`config.mk`:
```
export PLATFORM = sky130hd
export DESIGN_NAME = cwf_line_fill
export DESIGN_NICKNAME = d
export VERILOG_FILES = /design/src/rtl/cwf_pkg.sv /design/src/rtl/cwf_seq.sv /design/src/rtl/cwf_buf.sv /design/src/rtl/cwf_line_fill.sv
export SDC_FILE = /design/constraint.sdc
export NUM_CORES = 1
export LEC_CHECK = 0
export BUFFER_PORTS_ARGS = -buffer_cell sky130_fd_sc_hd__buf_4
export CAP_MARGIN = 15
export CORE_ASPECT_RATIO = 0.6
export CORE_MARGIN = 1.5
export CORE_UTILIZATION = 56
export CTS_CLUSTER_SIZE = 8
export DETAILED_ROUTE_END_ITERATION = 6
export PLACE_DENSITY = 0.87
export REMOVE_ABC_BUFFERS = 1
export SLEW_MARGIN = 0
export SYNTH_ARGS = -nofsm -noshare
export SYNTH_HDL_FRONTEND = slang
export SYNTH_SLANG_ARGS = --single-unit
```
`constraint.sdc`:
```
create_clock -name clk -period 3.25 [get_ports clk]
set_input_delay 0.4875 -clock clk [delete_from_list [all_inputs] [get_ports clk]]
set_output_delay 0.4875 -clock clk [all_outputs]
set_load 0.02 [all_outputs]
```
`src/rtl/cwf_pkg.sv`:
```
package cwf_pkg;
    typedef enum logic [1:0] {
        ST_IDLE = 2'd0,
        ST_REQ  = 2'd1,
        ST_FILL = 2'd2
    } fill_st_e;
endpackage

```
`src/rtl/cwf_seq.sv`:
```
module cwf_seq #(
    parameter int LINE_W = 24,
    parameter int WORDS  = 8,
    localparam int OFF_W = (WORDS > 1) ? $clog2(WORDS) : 1
) (
    input  logic              clk,
    input  logic              rst_n,
    input  logic              miss_valid,
    input  logic [LINE_W-1:0] miss_line,
    input  logic [OFF_W-1:0]  miss_off,
    output logic              miss_ready,
    output logic              miss_take,
    output logic              mem_req_valid,
    output logic [LINE_W-1:0] mem_req_line,
    output logic [OFF_W-1:0]  mem_req_off,
    input  logic              mem_req_ready,
    input  logic              beat_valid,
    output logic              beat_take,
    output logic [OFF_W-1:0]  beat_idx,
    output logic              first_beat,
    output logic              active,
    output logic              line_done,
    output logic [LINE_W-1:0] done_line
);
    import cwf_pkg::*;

    localparam int SUM_W = OFF_W + 1;
    localparam logic [OFF_W-1:0] LAST_CNT = OFF_W'(WORDS - 1);

    typedef struct packed {
        fill_st_e          st;
        logic [LINE_W-1:0] line;
        logic [OFF_W-1:0]  off;
        logic [OFF_W-1:0]  cnt;
        logic              done;
    } seq_t;

    seq_t s_d, s_q;
    logic [SUM_W-1:0] idx_sum;

    always_comb begin
        s_d        = s_q;
        s_d.done   = 1'b0;
        miss_ready = (s_q.st == ST_IDLE);
        miss_take  = miss_valid && miss_ready;
        beat_take  = (s_q.st == ST_FILL) && beat_valid;
        first_beat = (s_q.cnt == '0);
        idx_sum    = SUM_W'(s_q.off) + SUM_W'(s_q.cnt);
        if (idx_sum >= SUM_W'(WORDS)) begin
            idx_sum = idx_sum - SUM_W'(WORDS);
        end
        beat_idx   = idx_sum[OFF_W-1:0];

        unique case (s_q.st)
            ST_IDLE: begin
                if (miss_take) begin
                    s_d.st   = ST_REQ;
                    s_d.line = miss_line;
                    s_d.off  = miss_off;
                    s_d.cnt  = '0;
                end
            end
            ST_REQ: begin
                if (mem_req_ready) begin
                    s_d.st = ST_FILL;
                end
            end
            ST_FILL: begin
                if (beat_take) begin
                    if (s_q.cnt == LAST_CNT) begin
                        s_d.st   = ST_IDLE;
                        s_d.cnt  = '0;
                        s_d.done = 1'b1;
                    end else begin
                        s_d.cnt = s_q.cnt + 1'b1;
                    end
                end
            end
            default: s_d.st = ST_IDLE;
        endcase
    end

    always_ff @(posedge clk or negedge rst_n) begin
        if (!rst_n) begin
            s_q <= '{st: ST_IDLE, line: '0, off: '0, cnt: '0, done: 1'b0};
        end else begin
            s_q <= s_d;
        end
    end

    assign mem_req_valid = (s_q.st == ST_REQ);
    assign mem_req_line  = s_q.line;
    assign mem_req_off   = s_q.off;
    assign active        = (s_q.st != ST_IDLE);
    assign line_done     = s_q.done;
    assign done_line     = s_q.line;


    req_hold_chk: assert property (@(posedge clk) disable iff (!rst_n)
        (mem_req_valid && !mem_req_ready) |=>
            (mem_req_valid && $stable(mem_req_off) && $stable(mem_req_line)));


    busy_no_accept_chk: assert property (@(posedge clk) disable iff (!rst_n)
        beat_take |-> !miss_ready);


    done_after_beat_chk: assert property (@(posedge clk) disable iff (!rst_n)
        line_done |-> $past(beat_take));
endmodule

```
`src/rtl/cwf_buf.sv`:
```
module cwf_buf #(
    parameter int DATA_W = 32,
    parameter int WORDS  = 8,
    localparam int OFF_W = (WORDS > 1) ? $clog2(WORDS) : 1
) (
    input  logic              clk,
    input  logic              rst_n,
    input  logic              clear,
    input  logic              wr_en,
    input  logic [OFF_W-1:0]  wr_idx,
    input  logic [DATA_W-1:0] wr_data,
    input  logic [OFF_W-1:0]  rd_idx,
    output logic              rd_got,
    output logic [DATA_W-1:0] rd_data
);
    typedef struct packed {
        logic [WORDS-1:0][DATA_W-1:0] word;
        logic [WORDS-1:0]             rcv;
    } buf_t;

    buf_t b_d, b_q;

    always_comb begin
        b_d = b_q;
        if (clear) begin
            b_d.rcv = '0;
        end
        for (int i = 0; i < WORDS; i++) begin
            if (wr_en && (wr_idx == OFF_W'(i))) begin
                b_d.word[i] = wr_data;
                b_d.rcv[i]  = 1'b1;
            end
        end
    end

    always_ff @(posedge clk or negedge rst_n) begin
        if (!rst_n) begin
            b_q <= '0;
        end else begin
            b_q <= b_d;
        end
    end

    assign rd_got  = b_q.rcv[rd_idx];
    assign rd_data = b_q.word[rd_idx];


    write_marks_chk: assert property (@(posedge clk) disable iff (!rst_n)
        wr_en |=> b_q.rcv[$past(wr_idx)]);
endmodule

```
`src/rtl/cwf_line_fill.sv`:
```
module cwf_line_fill #(
    parameter int LINE_W = 24,
    parameter int DATA_W = 32,
    parameter int WORDS  = 8,
    localparam int OFF_W = (WORDS > 1) ? $clog2(WORDS) : 1
) (
    input  logic              clk,
    input  logic              rst_n,
    input  logic              miss_valid,
    input  logic [LINE_W-1:0] miss_line,
    input  logic [OFF_W-1:0]  miss_off,
    output logic              miss_ready,
    output logic              mem_req_valid,
    output logic [LINE_W-1:0] mem_req_line,
    output logic [OFF_W-1:0]  mem_req_off,
    input  logic              mem_req_ready,
    input  logic              mem_beat_valid,
    input  logic [DATA_W-1:0] mem_beat_data,
    output logic              fill_we,
    output logic [OFF_W-1:0]  fill_idx,
    output logic [DATA_W-1:0] fill_data,
    output logic              crit_valid,
    output logic [DATA_W-1:0] crit_data,
    output logic              line_done,
    output logic [LINE_W-1:0] done_line,
    input  logic              cpu_rd_valid,
    input  logic [LINE_W-1:0] cpu_rd_line,
    input  logic [OFF_W-1:0]  cpu_rd_off,
    output logic              cpu_fwd_hit,
    output logic              cpu_fwd_stall,
    output logic [DATA_W-1:0] cpu_fwd_data
);
    logic             miss_take;
    logic             beat_take;
    logic [OFF_W-1:0] beat_idx;
    logic             first_beat;
    logic             active;
    logic             rd_got;
    logic             probe_match;

    cwf_seq #(.LINE_W(LINE_W), .WORDS(WORDS)) u_seq (
        .clk           (clk),
        .rst_n         (rst_n),
        .miss_valid    (miss_valid),
        .miss_line     (miss_line),
        .miss_off      (miss_off),
        .miss_ready    (miss_ready),
        .miss_take     (miss_take),
        .mem_req_valid (mem_req_valid),
        .mem_req_line  (mem_req_line),
        .mem_req_off   (mem_req_off),
        .mem_req_ready (mem_req_ready),
        .beat_valid    (mem_beat_valid),
        .beat_take     (beat_take),
        .beat_idx      (beat_idx),
        .first_beat    (first_beat),
        .active        (active),
        .line_done     (line_done),
        .done_line     (done_line)
    );

    cwf_buf #(.DATA_W(DATA_W), .WORDS(WORDS)) u_buf (
        .clk     (clk),
        .rst_n   (rst_n),
        .clear   (miss_take),
        .wr_en   (beat_take),
        .wr_idx  (beat_idx),
        .wr_data (mem_beat_data),
        .rd_idx  (cpu_rd_off),
        .rd_got  (rd_got),
        .rd_data (cpu_fwd_data)
    );

    always_comb begin
        fill_we       = beat_take;
        fill_idx      = beat_idx;
        fill_data     = mem_beat_data;
        crit_valid    = beat_take && first_beat;
        crit_data     = mem_beat_data;
        probe_match   = cpu_rd_valid && active && (cpu_rd_line == mem_req_line);
        cpu_fwd_hit   = probe_match && rd_got;
        cpu_fwd_stall = probe_match && !rd_got;
    end


    crit_first_chk: assert property (@(posedge clk) disable iff (!rst_n)
        crit_valid |-> (fill_we && (fill_idx == mem_req_off)));


    no_beat_no_write_chk: assert property (@(posedge clk) disable iff (!rst_n)
        !mem_beat_valid |-> !fill_we);


    idle_beat_ignored_chk: assert property (@(posedge clk) disable iff (!rst_n)
        (miss_ready && !line_done && !$past(mem_req_valid)) |-> !fill_we);
endmodule

```
### After elaboration in Yosys (flattened, before gate mapping)

Index checks and enable logic that the tools add are counted.

| storage, ports and cells | value |
|---|---|
| bits in registers | 297 |
| bits of input ports | 92 |
| output and inout bits | 157 |
| word-level logic and storage cells | 97 |

| cells by class | value |
|---|---|
| add/sub/neg operators | 3 |
| $lt $le $gt $ge | 2 |
| equality and inequality tests | 15 |
| muxes and demuxes | 24 |
| reductions and logical operators | 32 |

Operators by type and width:

| cell | count |
|---|---|
| binary-select mux 32 bit (select 3 bit) | 1 |
| 2-to-1 mux 32 bit | 2 |
| == test 24 bit | 1 |
| nonzero test 2 bit | 10 |
| == test 3 bit (second input constant) | 5 |
| logical AND 1 bit | 15 |
| 2-to-1 mux 1 bit | 11 |
| 2-to-1 mux 8 bit | 1 |
| == test 3 x 2 -> 1 bit (second input constant) | 2 |
| zero test 3 bit | 2 |
| 2-to-1 mux 2 bit | 3 |
| 2-to-1 mux 3 bit | 2 |
| case mux 2 bit (3 select lines) | 1 |
| case mux 3 bit (2 select lines) | 1 |
| adder 3 x 3 -> 4 bit | 1 |
| greater-or-equal comparator 4 bit (second input constant) | 1 |
| less-than comparator 3 x 4 -> 1 bit (second input constant) | 1 |
| 2-to-1 mux 4 bit | 1 |
| inequality test 2 x 1 -> 1 bit (second input constant) | 2 |
| inequality test 2 bit (second input constant) | 2 |
| AND reduction 4 bit | 1 |
| adder 3 x 1 -> 3 bit (second input constant) | 1 |
| binary-select mux 1 bit (select 3 bit) | 1 |
| == test 3 x 1 -> 1 bit (second input constant) | 1 |
| 7 further kinds | 7 |

### Depth between registers and ports, before layout

Gate-level depths: netlist (run 1).

| depth | value |
|---|---|
| depth after elaboration | 6 |
| mapped depth | 8 |
| gate-level depth less buffers | 7 |

### Hierarchy

From an unflattened synthesis (run 1), not the netlist that was laid out.

| unflattened totals | value |
|---|---|
| cells, all modules | 937 |
| area, all modules | 14,383.8 sq um |

Modules (own cells, without submodules):

| module | times used | cells an instance | area an instance (sq um) |
|---|---|---|---|
| cwf_buf | 1 | 689 | 11,822.6 |
| cwf_seq | 1 | 146 | 1,786.7 |
| cwf_line_fill | 1 | 102 | 774.5 |

### Worst setup path before layout (run 1)

OpenSTA, ideal clock, no wires.

| timing | value |
|---|---|
| path type | input port to output port |
| start point | input port cpu_rd_off[0] |
| end point | output port cpu_fwd_stall |
| data arrival time | 2.377 ns |
| required time | 2.762 ns |
| setup slack | 0.385 ns |
| stages on the path | 3 |
| buffers on the path | 1 |
| path through | buf_2 -> mux4_2 -> a2111oi_0 |

| between the ends | value |
|---|---|
| longest elaborated chain between the ends | 4 |

RTL lines:

| item | RTL line | source |
|---|---|---|
| start, declared | cwf_line_fill.sv:28 | `input logic [OFF_W-1:0] cpu_rd_off,` |
| binary-select mux 1 bit (select 3 bit) | cwf_buf.sv:44 | `assign rd_got = b_q.rcv[rd_idx];` |
| 2-to-1 mux 1 bit (implied by the code) | cwf_buf.sv:44 |  |
| zero test 1 bit | cwf_line_fill.sv:82 | `cpu_fwd_stall = probe_match && !rd_got;` |
| logical AND 1 bit | cwf_line_fill.sv:82 |  |
| end, declared | cwf_line_fill.sv:30 | `output logic cpu_fwd_stall,` |

Every way passes these cells. The select of a mux whose other input is x is not followed.

### Final worst setup path (run 1)

| timing | value |
|---|---|
| start point | register u_seq.s_q (netlist bit u_seq.done_line[20]) |
| end point | output port cpu_fwd_stall |

| between the ends | value |
|---|---|
| longest elaborated chain between the ends | 3 |

RTL lines:

| item | RTL line | source |
|---|---|---|
| start, declared | cwf_seq.sv:38 | `seq_t s_d, s_q;` |
| start signal, assigned | cwf_seq.sv:85 | `s_q <= '{st: ST_IDLE, line: '0, off: '0, cnt: '0, done: 1'b0};` |
| == test 24 bit | cwf_line_fill.sv:80 | `probe_match = cpu_rd_valid && active && (cpu_rd_line == mem_req_line);` |
| logical AND 1 bit | cwf_line_fill.sv:80 |  |
| logical AND 1 bit | cwf_line_fill.sv:82 |  |

Every way passes these cells.

==> metrics.md, run 1 <==
| Metric | Value |
|---|---|
| Ys async rst share | 100% |
| Fin area | 16,800 um2 |
| First-pass GRT wire length | 49,100 um |
| CTS Buffer Depth | 3 |
| Die footprint | between 20,000 and 30,000 um2 |
| Antenna violations before repair | 0 |
| Post-synthesis cell type count | 36 |
| DRT Pass-1 Iters | 4 |
| Worst-Skew Late Latency | 0.52 ns |
| Die width | ~210 um |
| Fin crit period | between 2 and 3 ns |
| WS Path Type | flop to primary output |
| Rel. slew slack | 46.9% |
| Initial Util | 57.9% |
| Clock-pin slew of the registers on the worst-case setup and hold paths | around 0.05 ns |
| Max cap viols | 0 |
| Row cnt | 44 |
| CP Capture Type | primary output |
| Routed wire per std cell | 22.0 um |
| Sink count of the clock tree | 297 |
| Die height | between 100 and 150 um |
| Met3 wire len | 1450 um |
| Static Leakage | 8.04 nW |
| Top sig layer | met4 |
| Post-synth top area cell | dfrtp_1 |
| CTS tree | yes |
| Post-route ant nets | 0 |
| Status | complete, no violations |
| Synth area leaders | dfrtp_1, mux2_2, mux4_2, buf_4, mux2_1 |
| Period utilization | 86.4% |
| Final wirelength | 30,900 um |
| # setup viols final | 0 |
| Critical Path RT | between 2 and 3 ns |
| Pre-CTS setup slack | 0.594 ns |
| Hold Crit Class | primary input to async pin |
| Mapped Area | between 10,000 and 15,000 um2 |
| # IOs | ~250 |
| Max Slew Vio Count | 0 |
| Post-DP Area | 15,700 um2 |
| Fin Hold WS | 0.0327 ns |
| PD cells | 905 nW/um2 |
| Most frequent cells in the layout | dfrtp_1, mux2_2, buf_4, mux4_2, clkbuf_16 |
| Post-synth top area share | 52.4% |
| Sequential cell area fraction in the yosys report | 52.4% |
| Core Footprint | between 20,000 and 25,000 um2 |
| Final hold vios | 0 |
| Routability cong. | roughly 0.84 |
| Grt ovf | 0 |
| Post-CTS Resized | 0 |
| Met2 wire len | 14,100 um |
| Post-synthesis average cell area | 15.3 um2 |
| Fraction of layout cells with a size suffix above 1 | slightly above 60% |
| Ys flop type | dfrtp_1 |
| Nets | 1,175 |
| Wl on met1 | 14,900 um |
| Seq cells post-synth | about 300 |
| Maximum VDD drop | 424 uV |
| Arr. time, crit path | 2.32 ns |
| Largest net degree at the start of global routing | a little over 100 |
| Final clock skew | 0.0175 ns |
| Antenna diode count | 0 |
| Setup TNS | 0 ns |
| Clk root buf | clkbuf_16 |
| Setup Buffers After CTS | 0 |
| Routed vias | 8,165 |
| Number of synthesized flops with an enable pin | 0 |
| DR vias/cell | 5.83 |
| Area Overhead vs Synth | 18.4% |
| Number of global-route vias before repair | 8,465 |
| CTS hold repair buffers | 0 |
| Commonest non-fill, non-tap cell in the layout | dfrtp_1 |
| Final WS setup | 0.441 ns |
| Post-DP HPWL | 19,200 um |
| Largest fanout on the critical path | 4 |
| CTS buffer count | 43 |
| Port buffer count | 248 |
| Residual DRC | 0 |
| Overall routing resource usage | about a quarter |
| RSZ-0062 raised after global routing | false |
| Mapped Cells | between 900 and 1,000 |
| Startpoint class of the critical path | flop |
| Worst slew pin tran | 0.797 ns |
| Maximum achievable frequency | 0.356 GHz |
| Filler Cells Inserted | 1,675 |
| Iter 0 DRT Violations | 500 |
| Ys Warns | 0 |
| H-tree depth | 2 |
cells by family after synthesis:
logic type	after synthesis	synth area share, %
compound gates	12	0.600
fa+ha+maj	5	0.494
buf+inv	168	7.80
simple gates	39	1.60
xor+xnor	26	1.61
mux	381	35.5
flops	297	52.4
through the flow:
step                      util, %  power [mW]  instances
after floorplan                 -        9.25        766
after global placement       64.0        11.2       1355
after detailed placement     64.0        11.4       1355
after CTS                    68.5        15.3       1401
after global routing         68.5        15.9       1401
final                        68.5        15.2       1401
synth_stat cells, types with 4 or more instances:
library cell,n
xor2_1,25
inv_1,4
dfrtp_1,297
ha_1,4
a21o_1,4
nand2_1,15
mux2_2,286
clkbuf_1,14
mux2_1,29
buf_2,26
mux4_2,66
buf_4,118
nor4_1,5
buf_1,4
report_power, final:
group	leakage, nW	internal, mW	switching [mW]	total [mW]
Combinational	3.65	2.91	2.38	5.29
Sequential	3.84	5.20	0.938	6.13
Clock	0.540	2.32	1.46	3.77
Total	8.04	10.4	4.77	15.2
worst max-delay path: stages, from the launching register on:
cell	delay [ns]
dfrtp_1	0.45
xor2_1	0.19
nor4_1	0.38
nand4_1	0.19
a2111oi_0	0.38
buf_4	0.22
layer usage:
metal | track usage [%] | up-vias
met5 | 0 | -
met4 | 4.51 | 0
met3 | 4.01 | 41
met2 | 36.3 | 219
met1 | 36.6 | 4356
li1 | - | 3549
final timing paths:
path,startpoint,end,slack [ns],depth (start not counted)
min reg2reg,u_buf.b_q[4],u_buf.b_q[4],0.47,1
max,u_seq.done_line[20],cpu_fwd_stall,0.44,5
min in group clk,mem_req_ready,u_seq.s_q[31],0.18,2
max reg2reg,u_seq.s_q[1],u_buf.b_q[51],0.56,6
min,rst_n,u_seq.line_done,0.03,1
max in group asynchronous,rst_n,u_buf.b_q[46],2.26,2
area by class of cell:
type | count | area [um2] | area share, %
Multi-Input combinational cell | 463 | 5670 | 33.8
Inverter | 6 | 22.5 | 0.134
Tap cell | 322 | 403 | 2.40
Timing Repair Buffer | 267 | 2160 | 12.9
Sequential cell | 297 | 7430 | 44.3
Clock inverter | 2 | 17.5 | 0.104
Clock buffer | 44 | 1080 | 6.43
registers in the layout, summed over array words and instances, names as in the netlist:
| register | flops |
|---|---|
| u_buf.b_q | 264 |
| u_seq.mem_req_off | 3 |
| u_seq.done_line | 24 |
| u_seq.line_done | 1 |
| u_seq.s_q | 5 |
No activity file was read; power rests on OpenSTA's default activity.
==> run 2: changes to the inputs <==
--- a/config.mk
+++ b/config.mk
@@ -12,7 +12,8 @@
 export CORE_UTILIZATION = 56
 export CTS_CLUSTER_SIZE = 8
 export DETAILED_ROUTE_END_ITERATION = 6
-export PLACE_DENSITY = 0.87
+export PLACE_DENSITY = 0.9
+export RECOVER_POWER = 50
 export REMOVE_ABC_BUFFERS = 1
 export SLEW_MARGIN = 0
 export SYNTH_ARGS = -nofsm -noshare
==> run 2 against run 1 <==
The flow now finishes with violations (max-capacitance violations, max-slew violations); maximum frequency barely moved; sequential share of layout area increased by 0.56 points; non-clock buffer count grew 1; die area is the same; sequential cell count unchanged; routed wire length shrank 1.7%; combinational power shrank 1%; worst hold slack improved by 0.15 ns; largest cell class unchanged.
==> metrics.md, run 2 (synthesis results as in run 1) <==
| Metric | Value |
|---|---|
| Grt ovf | 0 (unchanged) |
| Critical Path RT | 2.76 ns (about the same) |
| Max cap viols | 1 (+1) |
| Clk root buf | clkbuf_16 |
| Die width | 208 um (unchanged) |
| R2r startpoint | u_seq.s_q[1] |
| Placed cells | 1,356 (+0.074%) |
| Die height | 126 um (unchanged) |
| Failing checks | max-capacitance violations, max-slew violations |
| Status | finished, violations left |
| Row cnt | 44 (unchanged) |
| CTS Buffer Depth | 3 (unchanged) |
| Post-route ant nets | 0 (unchanged) |
| Post-DP Area | 15,700 um2 (+0.21%) |
| Largest net degree at the start of global routing | 93 (-7.9%) |
| Core Footprint | 24,500 um2 (unchanged) |
| Largest register FFs | 264 (unchanged) |
| DRT Pass-1 Iters | 4 (unchanged) |
| Overall routing resource usage | 23.9% (about the same) |
| Commonest non-fill, non-tap cell in the layout | dfrtp_1 |
| Initial Util | 57.9% (unchanged) |
| Nets | 1,176 (+0.085%) |
| Period utilization | 86.5% (about the same) |
| Largest stage delay, worst path | 0.41 ns (-0.04 ns) |
| Fin area | 16,600 um2 (-1.2%) |
| Port buffer count | 248 (unchanged) |
| Final hold vios | 0 (unchanged) |
| CTS buffer count | 43 (unchanged) |
| Number of global-route vias before repair | 8,680 (+2.5%) |
| Hold Crit Class | primary input to flop |
| Biggest register | u_buf.b_q |
| Routability cong. | 0.800 (-4.3%) |
| Most frequent cells in the layout | dfrtp_1, mux2_2, buf_4, clkbuf_1, mux4_2 |
| PD cells | 917 nW/um2 (+1.3%) |
| CTS tree | yes |
| Core Util, Final | 67.7% (-0.85 points) |
| Worst slew pin tran | 2.50 ns (+1.70 ns) |
| Max Slew Vio Count | 90 (+90) |
| Filler Cells Inserted | 1,703 (+1.7%) |
| Antenna violations before repair | 0 (unchanged) |
| Met3 wire len | 1350 um (-7.2%) |
| Antenna diode count | 0 (unchanged) |
| Worst setup path start | u_seq.done_line[0] |
| Slowest cell on the critical path | dfrtp_1 |
| Residual DRC | 0 (unchanged) |
| Final clock skew | 0.0112 ns (-0.00632 ns) |
| Static Leakage | 7.80 nW (-2.9%) |
| HP Start | mem_req_ready |
| CP Capture Type | primary output |
| Routed vias | 8,169 (+0.049%) |
| RSZ-0062 raised after global routing | false |
| Maximum achievable frequency | 0.356 GHz (about the same) |
| Iter 0 DRT Violations | 387 (-23%) |
| Fin crit period | 2.81 ns (+0.00164 ns) |
| Rel. slew slack | -66.5% (-110 points) |
| Startpoint class of the critical path | flop |
| Final wirelength | 30,300 um (-1.7%) |
| Post-CTS Resized | 0 (unchanged) |
| CP Cell Sequence | xor2_1 > nor4_1 > nand4_1 > a2111oi_0 > buf_4 |
| Fraction of layout cells with a size suffix above 1 | 55.7% (-6.6 points) |
| Wl on met1 | 14,200 um (-4.8%) |
| Die footprint | 26,300 um2 (unchanged) |
| First-pass GRT wire length | 49,200 um (+0.17%) |
| # setup viols final | 0 (unchanged) |
| Arr. time, crit path | 2.32 ns (about the same) |
| # IOs | 249 (unchanged) |
| Sink count of the clock tree | 297 (unchanged) |
| Top sig layer | met4 |
| Met2 wire len | 14,400 um (+2.0%) |
| Fin cells | 1,403 (+0.14%) |
| Largest fanout on the critical path | 4 (unchanged) |
| Setup TNS | 0 ns (unchanged) |
| DR vias/cell | 5.82 (about the same) |
| Setup Buffers After CTS | 0 (unchanged) |
| CTS hold repair buffers | 0 (unchanged) |
| Routed wire per std cell | 21.6 um (-1.9%) |
| Clock-pin slew of the registers on the worst-case setup and hold paths | 0.05 ns (about the same) |
| Maximum VDD drop | 531 uV (+25%) |
| Area Overhead vs Synth | 16.9% |
| H-tree depth | 2 (unchanged) |
| Post-DP HPWL | 18,800 um (-2.5%) |
| Worst-Skew Late Latency | 0.52 ns (about the same) |
| WS Path Type | flop to primary output |
[run 2: cell count changes in the layout (fill, tap and decap cells not counted), sizes merged]
| cell | previous run | this run |
|---|---|---|
| inv | 6 | 5 |
| buf | 267 | 195 |
| clkbuf | 44 | 119 |
[run 2: worst paths after layout]
path	to	slack (ns)	depth (start not counted)
max reg2reg	u_buf.b_q[20]	0.64	9
min	u_seq.s_q[32]	0.18	3
min reg2reg	u_buf.b_q[6]	0.48	1
min in group asynchronous	u_seq.line_done	0.72	1
max in group asynchronous	u_buf.b_q[85]	0.91	2
max	cpu_fwd_stall	0.44	5
[run 2: report_power, final]
part | leakage (nW) | internal (mW) | switching, mW
registers | 3.84 | 5.20 | 0.905
logic | 3.40 | 2.85 | 2.38
clock network | 0.560 | 2.41 | 1.46
[run 2: layout make-up]
cell class | count | area (um2) | share of cell area [%]
Sequential cell | 297 | 7430 | 44.8
Multi-Input combinational cell | 463 | 5670 | 34.2
Timing Repair Buffer | 268 | 1920 | 11.6
Clock buffer | 46 | 1130 | 6.82
Tap cell | 322 | 403 | 2.43
Inverter | 6 | 22.5 | 0.136
Clock inverter | 1 | 8.76 | 0.0528
[run 2: through the flow]
stage | power (mW) | setup slack (ns) | hold WS (ns)
after global placement | 11.2 | 0.675 | 0.454
final | 15.2 | 0.439 | 0.179
after global routing | 16.0 | 0.343 | 0.177
after floorplan | 9.25 | -0.616 | 0.192
after CTS | 15.4 | 0.429 | 0.0221
after detailed placement | 11.4 | 0.655 | 0.463
[run 2: metal layers]
metal  up-vias  GRT usage [%]
met5         -              0
met4         0           5.67
met3        41           4.29
met2       193           37.3
met1      4385           35.1
li1       3550              -
[run 2: worst max-delay path: cells and delay by family (launching register included)]
kind            cells  cell delay, ns
buf+inv             1            0.22
simple gates        2            0.59
flops               1            0.41
compound gates      1            0.39
xor+xnor            1            0.18
